$ cat config.mk
export PLATFORM = sky130hd
export DESIGN_NAME = sync_pattern_gen
export DESIGN_NICKNAME = d
export VERILOG_FILES = /design/src/rtl/spg_pkg.sv /design/src/rtl/spg_counter.sv /design/src/rtl/spg_pattern_unit.sv /design/src/rtl/spg_mix_lane.sv /design/src/rtl/sync_pattern_gen.sv
export SDC_FILE = /design/constraint.sdc
export NUM_CORES = 2
export LEC_CHECK = 0
export ABC_AREA = 1
export BUFFER_PORTS_ARGS = -buffer_cell sky130_fd_sc_hd__buf_2
export CAP_MARGIN = 0
export CORE_ASPECT_RATIO = 1.25
export CORE_MARGIN = 2
export CORE_UTILIZATION = 25
export DETAILED_ROUTE_END_ITERATION = 10
export HOLD_SLACK_MARGIN = 0.08
export SLEW_MARGIN = 20
export SYNTH_ARGS = -nofsm -noshare
export SYNTH_HDL_FRONTEND = slang
export SYNTH_SLANG_ARGS = --single-unit
$ cat constraint.sdc
create_clock -name clk -period 5.5 [get_ports clk]
set_input_delay 1.1 -clock clk [delete_from_list [all_inputs] [get_ports clk]]
set_output_delay 1.1 -clock clk [all_outputs]
set_load 0.01 [all_outputs]
$ cat src/rtl/spg_pkg.sv
package spg_pkg;
    localparam int POS_W  = 15;
    localparam int WORD_W = 32;
    localparam int X_LSB  = 16;
    localparam int CODE_W = 3;
    localparam int SLOTS  = 3;
    localparam int TBL_W  = 1 << SLOTS;
    localparam int SEL_W  = CODE_W * SLOTS;
    localparam int CODE_BIAS = 2;

    typedef struct packed {
        logic [POS_W-1:0] x;
        logic [POS_W-1:0] y;
    } pos_t;

    typedef struct packed {
        pos_t on_pos;
        pos_t on_mask;
        pos_t off_pos;
        pos_t off_mask;
    } unit_cfg_t;

    typedef struct packed {
        logic [SEL_W-1:0] sel;
        logic [TBL_W-1:0] tbl;
    } lane_cfg_t;

    function automatic pos_t word_to_pos(input logic [WORD_W-1:0] w);
        pos_t p;
        p.x = w[X_LSB +: POS_W];
        p.y = w[0 +: POS_W];
        return p;
    endfunction
endpackage

$ cat src/rtl/spg_counter.sv
module spg_counter
    import spg_pkg::*;
#(
    parameter int W = POS_W
) (
    input  logic         clk,
    input  logic         rst_n,
    input  logic [W-1:0] htotal,
    input  logic [W-1:0] vtotal,
    output logic [W-1:0] x,
    output logic [W-1:0] y,
    output logic         line_end,
    output logic         frame_end
);
    typedef struct packed {
        logic [W-1:0] x;
        logic [W-1:0] y;
    } cnt_t;

    cnt_t st_q, st_d;
    logic last_line;

    always_comb begin
        st_d      = st_q;
        line_end  = ((W+1)'(st_q.x) + (W+1)'(1)) >= (W+1)'(htotal);
        last_line = ((W+1)'(st_q.y) + (W+1)'(1)) >= (W+1)'(vtotal);
        frame_end = line_end && last_line;
        if (line_end) begin
            st_d.x = '0;
            st_d.y = last_line ? '0 : st_q.y + W'(1);
        end else begin
            st_d.x = st_q.x + W'(1);
        end
    end

    always_ff @(posedge clk or negedge rst_n) begin
        if (!rst_n) st_q <= '0;
        else        st_q <= st_d;
    end

    assign x = st_q.x;
    assign y = st_q.y;

    AST_X_WRAP: assert property (@(posedge clk) disable iff (!rst_n)
        line_end |=> (st_q.x == '0));
    AST_X_STEP: assert property (@(posedge clk) disable iff (!rst_n)
        !line_end |=> (st_q.x == $past(st_q.x) + W'(1)));
    AST_FRAME_WRAP: assert property (@(posedge clk) disable iff (!rst_n)
        frame_end |=> (st_q.y == '0));
endmodule

$ cat src/rtl/spg_pattern_unit.sv
module spg_pattern_unit
    import spg_pkg::*;
(
    input  logic      clk,
    input  logic      rst_n,
    input  pos_t      pos,
    input  unit_cfg_t cfg,
    output logic      level
);
    typedef struct packed {
        logic lvl;
    } unit_state_t;

    unit_state_t st_q, st_d;
    logic hit_on, hit_off;

    always_comb begin
        hit_on  = ((pos ^ cfg.on_pos)  & ~cfg.on_mask)  == '0;
        hit_off = ((pos ^ cfg.off_pos) & ~cfg.off_mask) == '0;
        st_d    = st_q;
        if (hit_on)       st_d.lvl = 1'b1;
        else if (hit_off) st_d.lvl = 1'b0;
        level = st_d.lvl;
    end

    always_ff @(posedge clk or negedge rst_n) begin
        if (!rst_n) st_q <= '0;
        else        st_q <= st_d;
    end

    AST_ON_SETS: assert property (@(posedge clk) disable iff (!rst_n)
        hit_on |=> st_q.lvl);
    AST_IDLE_HOLDS: assert property (@(posedge clk) disable iff (!rst_n)
        (!hit_on && !hit_off) |=> $stable(st_q.lvl));
endmodule

$ cat src/rtl/spg_mix_lane.sv
module spg_mix_lane
    import spg_pkg::*;
#(
    parameter int UNITS = 5
) (
    input  logic [UNITS-1:0] levels,
    input  lane_cfg_t        cfg,
    output logic             mix
);
    logic [SLOTS-1:0] idx;

    function automatic logic pick(input logic [CODE_W-1:0] code,
                                  input logic [UNITS-1:0] lv);
        logic r;
        r = 1'b0;
        for (int k = 0; k < UNITS; k++) begin
            if (int'(code) == k + CODE_BIAS) r = lv[k];
        end
        return r;
    endfunction

    always_comb begin
        for (int s = 0; s < SLOTS; s++) begin
            idx[s] = pick(cfg.sel[s*CODE_W +: CODE_W], levels);
        end
        mix = cfg.tbl[idx];
    end
endmodule

$ cat src/rtl/sync_pattern_gen.sv
module sync_pattern_gen
    import spg_pkg::*;
#(
    parameter int NUM_UNITS   = 5,
    parameter int ADDR_W      = 9,
    parameter int CTRL_OFS    = 'h10,
    parameter int BYPASS_BIT  = 3,
    parameter int UNIT_BASE   = 'h60,
    parameter int UNIT_STRIDE = 16,
    parameter int LANE_BASE   = 'h120,
    parameter int LANE_STRIDE = 8
) (
    input  logic              clk,
    input  logic              rst_n,
    input  logic [POS_W-1:0]  htotal,
    input  logic [POS_W-1:0]  vtotal,
    input  logic              wr_en,
    input  logic [ADDR_W-1:0] wr_addr,
    input  logic [WORD_W-1:0] wr_data,
    output logic              hsync,
    output logic              vsync,
    output logic              de,
    output logic              frame_strobe
);
    localparam int NUM_LANES = 4;
    localparam int UNIT_REGS = 4;
    localparam int REG_BYTES = 4;
    localparam int TBL_OFS   = 4;

    typedef struct packed {
        logic                              bypass;
        unit_cfg_t [NUM_UNITS-1:0]         unit;
        lane_cfg_t [NUM_LANES-1:0]         lane;
    } cfg_t;

    typedef struct packed {
        cfg_t                  shadow;
        cfg_t                  active;
        logic [NUM_LANES-1:0]  out;
    } top_state_t;

    top_state_t st_q, st_d;

    logic [POS_W-1:0]      cnt_x, cnt_y;
    logic                  line_end, frame_end;
    pos_t                  cur_pos;
    logic [NUM_UNITS-1:0]  unit_lvl;
    logic [NUM_LANES-1:0]  mix_vec;

    spg_counter #(.W(POS_W)) u_counter (
        .clk       (clk),
        .rst_n     (rst_n),
        .htotal    (htotal),
        .vtotal    (vtotal),
        .x         (cnt_x),
        .y         (cnt_y),
        .line_end  (line_end),
        .frame_end (frame_end)
    );

    assign cur_pos.x = cnt_x;
    assign cur_pos.y = cnt_y;

    for (genvar u = 0; u < NUM_UNITS; u++) begin : g_unit
        spg_pattern_unit u_unit (
            .clk   (clk),
            .rst_n (rst_n),
            .pos   (cur_pos),
            .cfg   (st_q.active.unit[u]),
            .level (unit_lvl[u])
        );
    end

    for (genvar l = 0; l < NUM_LANES; l++) begin : g_lane
        spg_mix_lane #(.UNITS(NUM_UNITS)) u_lane (
            .levels (unit_lvl),
            .cfg    (st_q.active.lane[l]),
            .mix    (mix_vec[l])
        );
    end

    always_comb begin
        st_d = st_q;
        if (frame_end) st_d.active = st_q.shadow;

        if (wr_en) begin
            if (wr_addr == ADDR_W'(CTRL_OFS)) begin
                st_d.shadow.bypass = wr_data[BYPASS_BIT];
            end
            for (int u = 0; u < NUM_UNITS; u++) begin
                for (int f = 0; f < UNIT_REGS; f++) begin
                    if (wr_addr == ADDR_W'(UNIT_BASE + u*UNIT_STRIDE + f*REG_BYTES)) begin
                        case (f)
                            0:       st_d.shadow.unit[u].on_pos   = word_to_pos(wr_data);
                            1:       st_d.shadow.unit[u].on_mask  = word_to_pos(wr_data);
                            2:       st_d.shadow.unit[u].off_pos  = word_to_pos(wr_data);
                            default: st_d.shadow.unit[u].off_mask = word_to_pos(wr_data);
                        endcase
                    end
                end
            end
            for (int l = 0; l < NUM_LANES; l++) begin
                if (wr_addr == ADDR_W'(LANE_BASE + l*LANE_STRIDE)) begin
                    st_d.shadow.lane[l].sel = wr_data[SEL_W-1:0];
                end
                if (wr_addr == ADDR_W'(LANE_BASE + l*LANE_STRIDE + TBL_OFS)) begin
                    st_d.shadow.lane[l].tbl = wr_data[TBL_W-1:0];
                end
            end
        end

        st_d.out = st_q.active.bypass ? '0 : mix_vec;
    end

    always_ff @(posedge clk or negedge rst_n) begin
        if (!rst_n) begin
            st_q               <= '0;
            st_q.shadow.bypass <= 1'b1;
            st_q.active.bypass <= 1'b1;
        end else begin
            st_q <= st_d;
        end
    end

    assign hsync        = st_q.out[0];
    assign vsync        = st_q.out[1];
    assign de           = st_q.out[2];
    assign frame_strobe = st_q.out[3];

    AST_BYPASS_QUIET: assert property (@(posedge clk) disable iff (!rst_n)
        st_q.active.bypass |=> (st_q.out == '0));
    AST_ACTIVE_HOLD: assert property (@(posedge clk) disable iff (!rst_n)
        !frame_end |=> $stable(st_q.active));
    AST_SHADOW_IDLE: assert property (@(posedge clk) disable iff (!rst_n)
        !wr_en |=> $stable(st_q.shadow));
endmodule

==> out/qor.yml <==
clock_tree:
  htreeDepth: 4
  cts_hold_buf: 0
  clkLatencyLatePin_ns: 0.80
  tritoncts: "done"
  cts_sinks: 1377
  cts_buffers: 131
  post_cts_resize_count: 0
  clock_path_buffers: 3
  cts_setup_buffers: 0
  clockRootBuffer: "clkbuf_16"
  clkTransAtPathRegs_ns: 0.06
synthesis:
  yosys_warnings: 0
  yosys_register_bits: 1377
  synth-edff-count: 0
  async_flop_share_pct: 100
  ys.flop_type: "dfrtp_1"
  syn-num-nets: 7241
  synthCells: 7135
  synth_area_leaders: "dfrtp_1 (57%), nand2_1 (17%), nand3_1 (6.5%)"
  syn_avg_cell_area_sq_um: 8.40
  synth_top_area_share_pct: 57.4
  synth_cell_type_count: 43
  netlist_area_sq_um: 59900
  synth.largest_area_cell: "dfrtp_1"
  yosysSeqAreaShare_pct: 57.5
floorplan:
  die_h_microns: 551
  rows: 200
  ios: 78
  dieArea_sq_um: 244000
  die_w_microns: 442
  start_util_pct: 25.2
  core-area_sq_um: 238000
power:
  p_switching_mw: 5.67
  finalPower_mw: 21.7
  p_clk_share_pct: 42.8
  switching_share_pct: 26.1
  pwr-share-comb_pct: 9.3
  peakVddDrop_mv: 0.315
  leakagePower_nw: 33.6
  power_frac_seq_pct: 47.9
  powerDensity_nw_per_um2: 321
  p_int_mw: 16.0
drt:
  drt_iter0_markers: 4618
  drcViolationCount: 0
  antenna_left: 0
  wl_per_cell_microns: 18.1
  num_vias: 46980
  first_pass_iters: 6
  vias_per_cell: 4.60
  routed_wl_mm: 185
outcome:
  run_status: "complete, no violations"
setup_path:
  path_class: "flop to flop"
  endpoint_kind: "flop"
  cp.arrival_ns: 5.48
  start_kind: "flop"
  cp_max_fo: 177
  required_ns: 6.20
layout:
  n_fill_cell: 25038
  synthToLayoutAreaGrowth_pct: 12.9
  finish.utilization_pct: 28.4
  drive_gt1_share_pct: 6.10
  nNetsFinal: 7094
timing:
  setup_tns_ns: 0
  hold_viol: 0
  worst_pin_slew_ns: 1.13
  fmax_mhz: 209
  slew_headroom_pct: 24.6
  fin_skew_ns: 0.0309
  post-route-period-util_pct: 87.0
  min_period_ns: 4.78
  grt_setup_unrepaired: "false"
  maxSlewViolCount: 0
  setup_viol: 0
min_path:
  hp-class: "input pin to async pin"
placed_design:
  dp_hpwl_mm: 117
  port_buffers: 75
  place.gp.congestion: 0.850
grt:
  grt_pass1_vias: 45043
  track_usage_pct: 15.0
  antenna_found_initial: 9
  grt.overflow.total: 0
  grt_max_degree: 178
  grt_first_pass_wirelength_mm: 283
flow_run:
  maxCapViolCount: 0
[layout make-up]
cell class / instances / area [sq um] / area share, %
flip-flops and latches: 1377 / 34500 / 50.9
multi-input cells: 4971 / 22000 / 32.6
clock buffers: 202 / 3990 / 5.90
well taps: 3131 / 3920 / 5.79
repair buffers: 189 / 1680 / 2.49
inverters: 318 / 1190 / 1.76
clock inverters: 27 / 344 / 0.509
diodes: 3 / 7.51 / 0.0111
[logic make-up (layout without fill, tap and decap cells)]
group                    count (synthesis)  in the layout  synth area share (%)
AND/OR/NAND/NOR                       3986           3986                  27.3
adder cells (fa/ha/maj)                 32             32                 0.668
other                                    0              3                     0
flip-flops                            1377           1377                  57.5
multiplexers                             1              1                0.0188
AO/OA/AOI/OAI                          860            860                  7.27
buffers and inverters                  787            736                  5.86
XOR/XNOR                                92             92                  1.34
[Yosys cell counts (8+ instances only)]
master and n:
nand3_1 780, buf_1 55, buf_4 13, buf_2 126
xor2_1 19, nor3_1 38, nand4_1 16, nand2_1 2669
nor2_1 397, buf_6 41, ha_1 32, a21oi_1 67
xnor2_1 73, o22ai_1 18, inv_1 313, dfrtp_1 1375
o21ai_0 763, nand3b_1 63, clkbuf_1 229, or2_2 8
[worst max-delay path, stage by stage (launching register included)]
cell,delay [ns]
dfrtp_1,0.47
ha_1,0.22
nand2_1,0.07
inv_1,0.11
nand3_1,0.09
nor2_1,0.17
inv_1,0.05
nor3_1,0.22
nand2_1,0.14
nor3_1,0.23
nand3_1,0.13
xor2_1,0.19
inv_1,0.08
ha_1,0.27
inv_1,0.05
nor2_1,0.10
nand3_1,0.11
nor3_1,0.20
nand2_1,0.13
nand3_4,0.22
buf_12,0.29
buf_12,0.61
nand3_1,0.22
o21ai_0,0.13
[power groups by stage]
stage / Combinational (mW) / Sequential [mW] / Clock [mW]
4_1_cts: 2.05 / 10.4 / 9.44
6_report: 2.02 / 10.4 / 9.28
3_5_place_dp: 2.04 / 10.6 / 0
5_1_grt: 2.20 / 10.4 / 9.81
2_1_floorplan: 0.965 / 10.6 / 0
3_3_place_gp: 2.02 / 10.6 / 0
[flip-flops by register name, indices dropped and copies added (netlist names)]
signal              count
g_unit.u_unit.st_q      5
u_counter.y            15
hsync                   1
de                      1
st_q                 1338
u_counter.x            15
frame_strobe            1
vsync                   1
[per-layer routing]
layer  up-vias  part of all wire (%)  GRT usage (%)
li1      22418                     -              -
met1     23003                    39           17.9
met2      1256                    51           27.1
met3       295                   4.7           1.99
met4         8                   4.5           6.74
met5         -                 0.025              0
[placed cells by master, fill, tap and decap left out, drive strengths merged, types with 3 or more instances in the layout]
master  netlist  layout
o21ai       764     764
a21oi        68      68
nand4        16      16
xor2         19      19
nand3       784     784
clkbuf      231     202
inv         316     320
or2           8       8
diode         0       3
nor2        398     398
xnor2        73      73
buf         238     189
nand3b       64      64
clkinv        2      18
nor4          4       4
ha           32      32
nor3         41      41
dfrtp      1375    1375
nand2      2670    2670
bufinv        0       5
o22ai        18      18
[worst paths after layout]
check | start | to | slack [ns] | depth (start not counted)
min in group clk | st_q[74] | st_q[74] | 0.46 | 2
hold reg to reg | st_q[74] | st_q[74] | 0.46 | 2
hold / removal | rst_n | st_q[1064] | 0.29 | 1
max in group asynchronous | rst_n | st_q[845] | 3.66 | 2
setup / recovery | u_counter.x[0] | u_counter.y[14] | 0.72 | 23
setup reg to reg | u_counter.x[0] | u_counter.y[14] | 0.72 | 23
[per-stage QoR]
stage          hold slack, ns  area, sq um  instances  setup slack (ns)
2_1_floorplan           0.433        59900       7135              1.80
3_3_place_gp            0.445        63300       9986             0.779
3_5_place_dp            0.451        63300       9986             0.792
4_1_cts                 0.383        67600      10215             0.777
5_1_grt                 0.390        67600      10216             0.231
6_report                0.295        67600      10218             0.716
(Power assumes the default switching activity.)
